--- src/rtl/mmap_pkg.sv ---
package mmap_pkg;
  typedef enum logic [1:0] {
    SEL_NONE = 2'd0,
    SEL_RAM  = 2'd1,
    SEL_ROM  = 2'd2,
    SEL_IO   = 2'd3
  } region_sel_e;
endpackage

--- src/rtl/page_range_match.sv ---
// Inclusive range compare on the page index (upper address bits).
module page_range_match #(
  parameter int PAGE_W = 4,
  parameter int LO_PG  = 0,
  parameter int HI_PG  = 7
) (
  input  logic [PAGE_W-1:0] page,
  output logic              hit
);
  localparam int MAX_PG = (1 << PAGE_W) - 1;
  localparam logic [PAGE_W-1:0] LO_V = PAGE_W'(LO_PG);
  localparam logic [PAGE_W-1:0] HI_V = PAGE_W'(HI_PG);

  // Drop a compare that is always true, so no constant bound is left behind.
  generate
    if (LO_PG == 0 && HI_PG == MAX_PG) begin : g_all
      logic unused_pg;
      assign unused_pg = ^page;
      assign hit = 1'b1;
    end else if (LO_PG == 0) begin : g_upper
      assign hit = (page <= HI_V);
    end else if (HI_PG == MAX_PG) begin : g_lower
      assign hit = (page >= LO_V);
    end else begin : g_both
      assign hit = (page >= LO_V) && (page <= HI_V);
    end
  endgenerate
endmodule

--- src/rtl/window_match.sv ---
// Exact tag compare for a small power-of-two window.
module window_match #(
  parameter int                ADDR_W = 16,
  parameter int                SEL_W  = 2,
  parameter logic [ADDR_W-1:0] BASE   = 16'hF574
) (
  input  logic [ADDR_W-1:SEL_W] tag,
  output logic                  hit
);
  localparam logic [ADDR_W-1:SEL_W] TAG_V = BASE[ADDR_W-1:SEL_W];
  assign hit = (tag == TAG_V);
endmodule

--- src/rtl/region_select.sv ---
// Turns the raw region matches into one enable and routes the low address bits.
module region_select
  import mmap_pkg::*;
#(
  parameter int OFF_W = 12,
  parameter int SEL_W = 2
) (
  input  logic             ram_hit,
  input  logic             rom_hit,
  input  logic             io_hit,
  input  logic [OFF_W-1:0] low_addr,
  output logic             ram_ce,
  output logic             rom_ce,
  output logic             io_ce,
  output logic             unmapped,
  output logic [OFF_W-1:0] dev_offset,
  output logic [SEL_W-1:0] io_reg
);
  region_sel_e sel;

  // Fixed priority: the narrowest region wins if parameters ever overlap.
  always_comb begin
    if (io_hit)       sel = SEL_IO;
    else if (rom_hit) sel = SEL_ROM;
    else if (ram_hit) sel = SEL_RAM;
    else              sel = SEL_NONE;
  end

  always_comb begin
    ram_ce     = (sel == SEL_RAM);
    rom_ce     = (sel == SEL_ROM);
    io_ce      = (sel == SEL_IO);
    unmapped   = (sel == SEL_NONE);
    dev_offset = '0;
    io_reg     = '0;
    case (sel)
      SEL_RAM, SEL_ROM: dev_offset = low_addr;
      SEL_IO:           io_reg     = low_addr[SEL_W-1:0];
      default: ;
    endcase
  end
endmodule

--- src/rtl/mem_map_decoder.sv ---
module mem_map_decoder #(
  parameter int                ADDR_W    = 16,
  parameter int                PAGE_W    = 4,
  parameter int                RAM_LO_PG = 0,
  parameter int                RAM_HI_PG = 7,
  parameter int                ROM_LO_PG = 11,
  parameter int                ROM_HI_PG = 14,
  parameter logic [ADDR_W-1:0] IO_BASE   = 16'hF574,
  parameter int                IO_SEL_W  = 2,
  localparam int               OFF_W     = ADDR_W - PAGE_W
) (
  input  logic [ADDR_W-1:0]   addr,
  output logic                ram_ce,
  output logic                rom_ce,
  output logic                io_ce,
  output logic                unmapped,
  output logic [OFF_W-1:0]    dev_offset,
  output logic [IO_SEL_W-1:0] io_reg
);
  logic ram_hit, rom_hit, io_hit;
  logic [PAGE_W-1:0] page;
  assign page = addr[ADDR_W-1:OFF_W];

  page_range_match #(.PAGE_W(PAGE_W), .LO_PG(RAM_LO_PG), .HI_PG(RAM_HI_PG))
    u_ram_match (.page(page), .hit(ram_hit));

  page_range_match #(.PAGE_W(PAGE_W), .LO_PG(ROM_LO_PG), .HI_PG(ROM_HI_PG))
    u_rom_match (.page(page), .hit(rom_hit));

  window_match #(.ADDR_W(ADDR_W), .SEL_W(IO_SEL_W), .BASE(IO_BASE))
    u_io_match (.tag(addr[ADDR_W-1:IO_SEL_W]), .hit(io_hit));

  region_select #(.OFF_W(OFF_W), .SEL_W(IO_SEL_W)) u_sel (
    .ram_hit    (ram_hit),
    .rom_hit    (rom_hit),
    .io_hit     (io_hit),
    .low_addr   (addr[OFF_W-1:0]),
    .ram_ce     (ram_ce),
    .rom_ce     (rom_ce),
    .io_ce      (io_ce),
    .unmapped   (unmapped),
    .dev_offset (dev_offset),
    .io_reg     (io_reg)
  );

  always_comb begin
    a_r4_one_enable: assert ($onehot0({ram_ce, rom_ce, io_ce}));
    // a flagged miss must coincide with no raw match at all.
    if (unmapped)
      a_r5_miss_means_no_match: assert (!ram_hit && !rom_hit && !io_hit);
    // the I/O enable only for addresses whose tag equals the base tag.
    if (io_ce)
      a_r3_io_tag: assert (addr[ADDR_W-1:IO_SEL_W] == IO_BASE[ADDR_W-1:IO_SEL_W]);
    // a non-zero offset only reaches a memory that is selected.
    if (dev_offset != '0)
      a_r6_offset_gated: assert (ram_ce || rom_ce);
    // a non-zero register select only reaches a selected I/O device.
    if (io_reg != '0)
      a_r7_reg_gated: assert (io_ce);
  end
endmodule

--- config.mk ---
export PLATFORM = sky130hd
export DESIGN_NAME = mem_map_decoder
export DESIGN_NICKNAME = d
export VERILOG_FILES = /design/src/rtl/mmap_pkg.sv /design/src/rtl/page_range_match.sv /design/src/rtl/window_match.sv /design/src/rtl/region_select.sv /design/src/rtl/mem_map_decoder.sv
export SDC_FILE = /design/constraint.sdc
export NUM_CORES = 1
export LEC_CHECK = 0
export BUFFER_PORTS_ARGS = -buffer_cell sky130_fd_sc_hd__buf_2
export CORE_AREA = 2 2 39 41
export DETAILED_ROUTE_END_ITERATION = 10
export DIE_AREA = 0 0 41 43
export GPL_TIMING_DRIVEN = 0
export PLACE_DENSITY = 0.63
export SYNTH_ARGS = -nofsm -noshare
export SYNTH_HDL_FRONTEND = slang
export SYNTH_SLANG_ARGS = --single-unit
export TNS_END_PERCENT = 100
--- constraint.sdc ---
create_clock -name vclk -period 2.2
set_input_delay 0.11 -clock vclk [all_inputs]
set_output_delay 0.11 -clock vclk [all_outputs]
set_load 0.01 [all_outputs]
==> results.txt, run 1 <==
Hold Startpoint: addr[0]
worst setup path class: in2out
grt total ovfl: 0
Die H: 43 microns
slew of the pin with the lowest slew margin: 0.445 ns
P_int: 0.0427 mW
pwr/cell area: 212 nW/um^2
IO Port Bufs: 34
slew margin rel.: 70.3%
maximum vdd drop: 0.0000601 V
Critical Path RT: 2.09 ns
largest net degree at the start of global routing: 11
Ys Warns: 0
Combinational Power Share: 100.0%
initial antenna violation count: 0
maxcap violations: 0
synth-to-layout area growth: 83.1%
CTS resizes: 0
seq_cells: 0
outcome: finished clean
setup_tns: 0 ns
Vias: 317
Placement Cell Area: 419 sq um
CP Data Arrival Time: 1.86 ns
sequential share of power: 0%
top-count cell post-synth: nor2b_1
first-pass GRT wire length: 1060 microns
Final ANT Viol Nets: 0
Sw Ratio: 51.9%
CP Launch Point: addr[9]
Slew Limit Fails: 0
Mapped Nets: 44
num rows: 14
final hold slack: 0.524 ns
Final #Nets: 80
gr usage total: 7.99%
Synth top area share: 30.1%
mean post-synth cell area: 8.48 sq um
f_max: 508 MHz
post-cts hold buffer count: 0
core area: 1380 sq um
Final min period: 1.97 ns
Die Wd: 41 microns
layout cell share with drive strength beyond 1: 62.3%
mapped cell area: 229 sq um
Syn Inst Count: 27
Leak: 0.246 nW
post-synthesis sequential area ratio: 0%
register area: 0 sq um
Residual DRC: 0
# setup viols final: 0
crit path max fanout: 10
Placement Setup Slack: 0.155 ns
clkbuf count: 0
Psw: 0.0461 mW
Initial Utilization: 16.5%
vias in the first global route: 270
Finished Cell Area: 419 sq um
Netlist cell types: 14
RSZ-0062 raised after global routing: no
routed len/inst: 9.05 microns
CP Capture Type: output port
vias per std cell: 4.12
Final Cycle Share: 89.6%
WL final: 697 microns
Clock power frac: 0%
Iter 0 DRT Violations: 4
Final Hold Vio Count: 0
area leader, netlist: nor2b_1
Commonest cells post-synth: nor2b_1, and2_1, nand2_1, nand2b_1
synth top area cells: nor2b_1, nand4bb_4, nand4b_4
startpoint types: input port
post-CTS setup buffers: 0
I/O pins: 34
HP Class: in2out
detailed-placement wirelength estimate: 605 microns
GPL Wtd Cong: 0.661
drt first pass iters: 4
final worst slack: 0.230 ns
ANT cells: 0
die area: 1760 sq um
[worst paths after layout]
| path | slack, ns | cells past startpoint | endpoint |
|---|---|---|---|
| max | 0.23 | 8 | dev_offset[1] |
| min | 0.52 | 3 | io_reg[0] |
[layer usage]
metal / part of all wire [%] / vias to the layer above / GRT usage (%)
met5: 0 / - / 0
met4: 0 / 0 / 0
met3: 12 / 0 / 0
met2: 49 / 22 / 15.6
met1: 39 / 136 / 9.49
li1: - / 159 / -
[logic make-up (layout without fill, tap and decap cells)]
kind of cell	count (synthesis)	count (layout)	synth area share, %
adder cells (fa/ha/maj)	1	1	5.46
buffers and inverters	1	35	1.64
multiplexers	1	1	4.37
AND/OR/NAND/NOR	24	24	88.5
[area by class of cell]
class,count,area (sq um)
tap,16,20.0
fill,149,965
multi-input combinational,26,225
timing repair buffer,34,170
buffer,1,3.75
[layout by cell type (no fill, tap or decap), drive strengths merged]
| master | instances |
|---|---|
| and2 | 2 |
| buf | 34 |
| clkbuf | 1 |
| ha | 1 |
| mux2i | 1 |
| nand2 | 2 |
| nand2b | 2 |
| nand4b | 2 |
| nand4bb | 1 |
| nor2 | 1 |
| nor2b | 12 |
| nor3b | 1 |
| nor4 | 1 |
[power by group through the flow]
stage               Combinational (mW)  Sequential, mW  Clock, mW
floorplan                       0.0454               0          0
global placement                0.0892               0          0
detailed placement              0.0902               0          0
CTS                             0.0907               0          0
global route                    0.0997               0          0
finish                          0.0888               0          0
[per-stage QoR]
step	util (%)	power, mW	instances
CTS	30.3	0.0907	77
detailed placement	30.3	0.0902	77
finish	30.3	0.0888	77
global placement	30.3	0.0892	77
floorplan	-	0.0454	27
global route	30.3	0.0997	77
[critical path, stage by stage]
cell,delay [ns]
buf_2,0.10
nand4bb_4,0.22
nor4_4,0.37
nor2_1,0.09
ha_1,0.33
clkbuf_1,0.38
nor2b_1,0.09
buf_2,0.15
(Power assumes the default switching activity.)
==> inputs of run 2 (changes only) <==
--- a/config.mk
+++ b/config.mk
@@ -6,11 +6,13 @@
 export NUM_CORES = 1
 export LEC_CHECK = 0
 export BUFFER_PORTS_ARGS = -buffer_cell sky130_fd_sc_hd__buf_2
-export CORE_AREA = 2 2 39 41
+export CELL_PAD_IN_SITES_DETAIL_PLACEMENT = 0
+export CELL_PAD_IN_SITES_GLOBAL_PLACEMENT = 2
+export CORE_MARGIN = 2
+export CORE_UTILIZATION = 14
 export DETAILED_ROUTE_END_ITERATION = 10
-export DIE_AREA = 0 0 41 43
 export GPL_TIMING_DRIVEN = 0
-export PLACE_DENSITY = 0.63
+export PLACE_DENSITY = 0.95
 export SYNTH_ARGS = -nofsm -noshare
 export SYNTH_HDL_FRONTEND = slang
 export SYNTH_SLANG_ARGS = --single-unit
==> run 2 against run 1 <==
  * Worst setup slack better by 0.18 ns
  * First-iteration DRC count down 100%
  * Sequential share of layout area unchanged
  * Count of clock-buffer cells in the layout unchanged
  * Combinational power down 2.3%
  * Critical path type unchanged
  * Largest power group unchanged
  * Highest routed layer unchanged
==> results.txt, run 2 (synthesized netlist as in run 1, its figures left out) <==
Slew Limit Fails: 0
Final #Nets: 79
Leak: 0.245 nW
Final ANT Viol Nets: 0
grt total ovfl: 0
post-CTS setup buffers: 0
startpoint types: input port
Die H: 44.4 microns
detailed-placement wirelength estimate: 626 microns
HP Class: in2out
Placement Cell Area: 419 sq um
Clock power frac: 0%
Vias: 299
CTS resizes: 0
f_max: 560 MHz
synth-to-layout area growth: 81.4%
# setup viols final: 0
WL final: 673 microns
critical path depth: 7
core area: 1520 sq um
vias per std cell: 3.93
Final Hold Vio Count: 0
vias in the first global route: 265
worst setup path class: in2out
CP Capture Type: output port
Critical Path RT: 2.09 ns
I/O pins: 34
CP max-delay cell: ha_1
first-pass GRT wire length: 1070 microns
post-cts hold buffer count: 0
maxcap violations: 0
seq_cells: 0
initial antenna violation count: 0
outcome: finished clean
maximum vdd drop: 0.0000565 V
Die Wd: 44.4 microns
die area: 1970 sq um
most common cell after layout, fill and taps aside: buf_2
Combinational Power Share: 100.0%
Final Cycle Share: 81.2%
layout cell share with drive strength beyond 1: 63.3%
filler instances: 172
slew margin rel.: 74.8%
CP Data Arrival Time: 1.68 ns
Finished Cell Area: 415 sq um
Initial Utilization: 15.0%
ANT cells: 0
Sw Ratio: 51.1%
Final min period: 1.79 ns
Psw: 0.0444 mW
drt first pass iters: 1
setup_tns: 0 ns
Final Util: 27.3%
multi-input gate area in the final layout: 225 sq um
routed len/inst: 8.86 microns
clkbuf count: 0
CP top delay family: simple AND/OR/NAND/NOR gates
most frequent CP cell: buf_2
num rows: 14
RSZ-0062 raised after global routing: no
IO Port Bufs: 34
largest net degree at the start of global routing: 11
register area: 0 sq um
Critical path buffers and inverters: 2
Iter 0 DRT Violations: 0
sequential share of power: 0%
CP endpoint: dev_offset[3]
highest-count cells in the layout ignoring fill and taps: buf_2, nor2b_1, nand2_1, nand2b_1, and2_1
Max stage delay on crit path: 0.52 ns
P_int: 0.0424 mW
critical path cell sequence: buf_2 -> nand4bb_4 -> nor4_4 -> nor2_1 -> ha_1 -> nor2b_1 -> buf_2
slew of the pin with the lowest slew margin: 0.378 ns
pwr/cell area: 209 nW/um^2
CP Launch Point: addr[9]
Residual DRC: 0
gr usage total: 6.76%
GPL Wtd Cong: 0.707
crit path max fanout: 12
run 2: worst min-delay path by stage:
| stage | from | endpoint | slack [ns] | cells past startpoint |
|---|---|---|---|---|
| CTS | addr[0] | io_reg[0] | 0.52 | 3 |
| floorplan | addr[5] | io_ce | 0.34 | 2 |
| finish | addr[0] | io_reg[0] | 0.52 | 3 |
| detailed placement | addr[0] | io_reg[0] | 0.52 | 3 |
| global route | addr[1] | io_reg[1] | 0.54 | 3 |
| global placement | addr[0] | io_reg[0] | 0.52 | 3 |
run 2: final cells by class:
type / instances / area share, %
Tap cell: 16 / 4.82
Timing Repair Buffer: 34 / 41.0
Multi-Input combinational cell: 26 / 54.2
run 2: metal layers:
layer / GRT usage (%) / routed length (microns)
met1: 8.45 / 277
met2: 13.5 / 340
met4: 0 / 0
met5: 0 / 0
met3: 0 / 55
run 2: through the flow:
stage | hold WS [ns] | setup WS [ns] | power, mW | cells
after global placement | 0.518 | 0.195 | 0.0893 | 77
after global routing | 0.539 | 0.203 | 0.0973 | 76
after floorplan | 0.341 | 0.552 | 0.0454 | 27
final | 0.518 | 0.415 | 0.0868 | 76
after detailed placement | 0.522 | 0.159 | 0.0899 | 77
after CTS | 0.522 | 0.161 | 0.0902 | 77
run 2: power by group through the flow:
stage | clock network (mW) | registers, mW | logic [mW]
2_1_floorplan | 0 | 0 | 0.0454
3_3_place_gp | 0 | 0 | 0.0893
3_5_place_dp | 0 | 0 | 0.0899
4_1_cts | 0 | 0 | 0.0902
5_1_grt | 0 | 0 | 0.0973
6_report | 0 | 0 | 0.0868
==> inputs of run 3 (changes only) <==
--- a/config.mk
+++ b/config.mk
@@ -9,10 +9,10 @@
 export CELL_PAD_IN_SITES_DETAIL_PLACEMENT = 0
 export CELL_PAD_IN_SITES_GLOBAL_PLACEMENT = 2
 export CORE_MARGIN = 2
-export CORE_UTILIZATION = 14
+export CORE_UTILIZATION = 12
 export DETAILED_ROUTE_END_ITERATION = 10
 export GPL_TIMING_DRIVEN = 0
-export PLACE_DENSITY = 0.95
+export PLACE_DENSITY = 0.91
 export SYNTH_ARGS = -nofsm -noshare
 export SYNTH_HDL_FRONTEND = slang
 export SYNTH_SLANG_ARGS = --single-unit
==> constraint.sdc (replaced) <==
create_clock -name vclk -period 1.5
set_input_delay 0.075 -clock vclk [all_inputs]
set_output_delay 0.075 -clock vclk [all_outputs]
set_load 0.01 [all_outputs]
==> run 3 against run 2 <==
  * The run now ends with setup timing left
  * Hold slack lost 0.076 ns
  * Die area rose by 15%
  * Worst setup slack got worse by 0.53 ns
  * Combinational power increased to 2.8 times the previous value
  * Utilization increased by 9.2 points
  * Via count rose by 12%
  * Critical path type unchanged
  * Largest power group unchanged
==> results.txt, run 3 (synthesized netlist as in run 1, its figures left out) <==
vias in the first global route: 296
crit path max fanout: 5
RSZ-0062 raised after global routing: yes
Initial Utilization: 13.0%
Final ANT Viol Nets: 0
Sw Ratio: 41.9%
HP Class: in2out
CP Capture Type: output port
Iter 0 DRT Violations: 1
Slew Limit Fails: 0
filler instances: 194
Global Route met3 Usage: 0.377%
layout cell share with drive strength beyond 1: 82.8%
gr usage total: 7.31%
post-cts hold buffer count: 0
# setup viols final: 12
f_max: 618 MHz
Placement Setup Slack: -0.310 ns
sequential share of power: 0%
GR Layer Usage met1: 8.26%
ANT cells: 0
pwr/cell area: 376 nW/um^2
core area: 1760 sq um
failing checks: setup timing
met2 Resource Use GR: 15.5%
slew of the pin with the lowest slew margin: 0.290 ns
Final Util: 36.5%
Die Wd: 47.7 microns
first-pass GRT wire length: 1230 microns
Residual DRC: 0
slew margin rel.: 80.5%
P_int: 0.141 mW
Final #Nets: 83
Combinational Power Share: 100.0%
Final Hold Vio Count: 0
largest net degree at the start of global routing: 6
synth-to-layout area growth: 181%
Top Usage Layer GRT: met2
final worst slack: -0.118 ns
routed len/inst: 10.5 microns
clkbuf count: 0
maxcap violations: 0
outcome: complete, but fails checks
die area: 2270 sq um
worst setup path class: in2out
GPL Wtd Cong: 0.606
Leak: 0.340 nW
detailed-placement wirelength estimate: 713 microns
Clock power frac: 0%
Final min period: 1.62 ns
final hold slack: 0.442 ns
register area: 0 sq um
multi-input gate area in the final layout: 318 sq um
total power: 0.242 mW
grt total ovfl: 0
Hold Path Cell Cnt: 3
seq_cells: 0
Critical Path RT: 1.42 ns
setup_tns: -1.28 ns
IO Port Bufs: 34
maximum vdd drop: 0.000194 V
drt first pass iters: 3
initial antenna violation count: 0
Psw: 0.101 mW
Die H: 47.7 microns
Vias: 336
startpoint types: input port
WL final: 934 microns
Final Cycle Share: 108%
most common cell after layout, fill and taps aside: buf_2
highest-count cells in the layout ignoring fill and taps: buf_2, buf_6, nor2b_4
vias per std cell: 3.78
num rows: 15
CP Data Arrival Time: 1.54 ns
I/O pins: 34
## run 3: layer usage
layer  share of wire [%]  routed length [microns]
met2                  58                      541
met5                   0                        0
met3                 9.6                       90
met1                  32                      302
met4                   0                        0
## run 3: repair_timing
action                                  CTS  global route
gates resized for setup                  21             7
endpoints found under the hold margin     0             0
endpoints found under the setup margin   12            12
cloned                                    1             0
pin swaps                                 4             3
setup buffers                             2             0
## run 3: worst max-delay path: stages
cell and delay, ns:
buf_6 0.09, nand4bb_4 0.22, nor4_4 0.36, nand2b_4 0.21
ha_4 0.22, buf_8 0.15, nor2b_4 0.11, buf_6 0.11
## run 3: path summary, 6_finish.rpt
kind	start	endpoint	slack [ns]
worst max-delay path	addr[9]	dev_offset[6]	-0.12
worst min-delay path	addr[9]	dev_offset[9]	0.44
## run 3: area by class of cell
cell class,count,area share [%]
multi-input cells,26,49.4
repair buffers,37,43.4
well taps,25,4.86
plain buffers,1,2.33
## run 3: through the flow
step / cell area (sq um) / cells
after global placement: 468 / 86
after detailed placement: 468 / 86
after floorplan: 267 / 27
after global routing: 643 / 89
after CTS: 611 / 89
final: 643 / 89
## run 3: power groups by stage
stage               Clock, mW  Sequential (mW)  Combinational, mW
floorplan                   0                0             0.0865
global placement            0                0              0.152
detailed placement          0                0              0.154
CTS                         0                0              0.227
global route                0                0              0.257
finish                      0                0              0.242
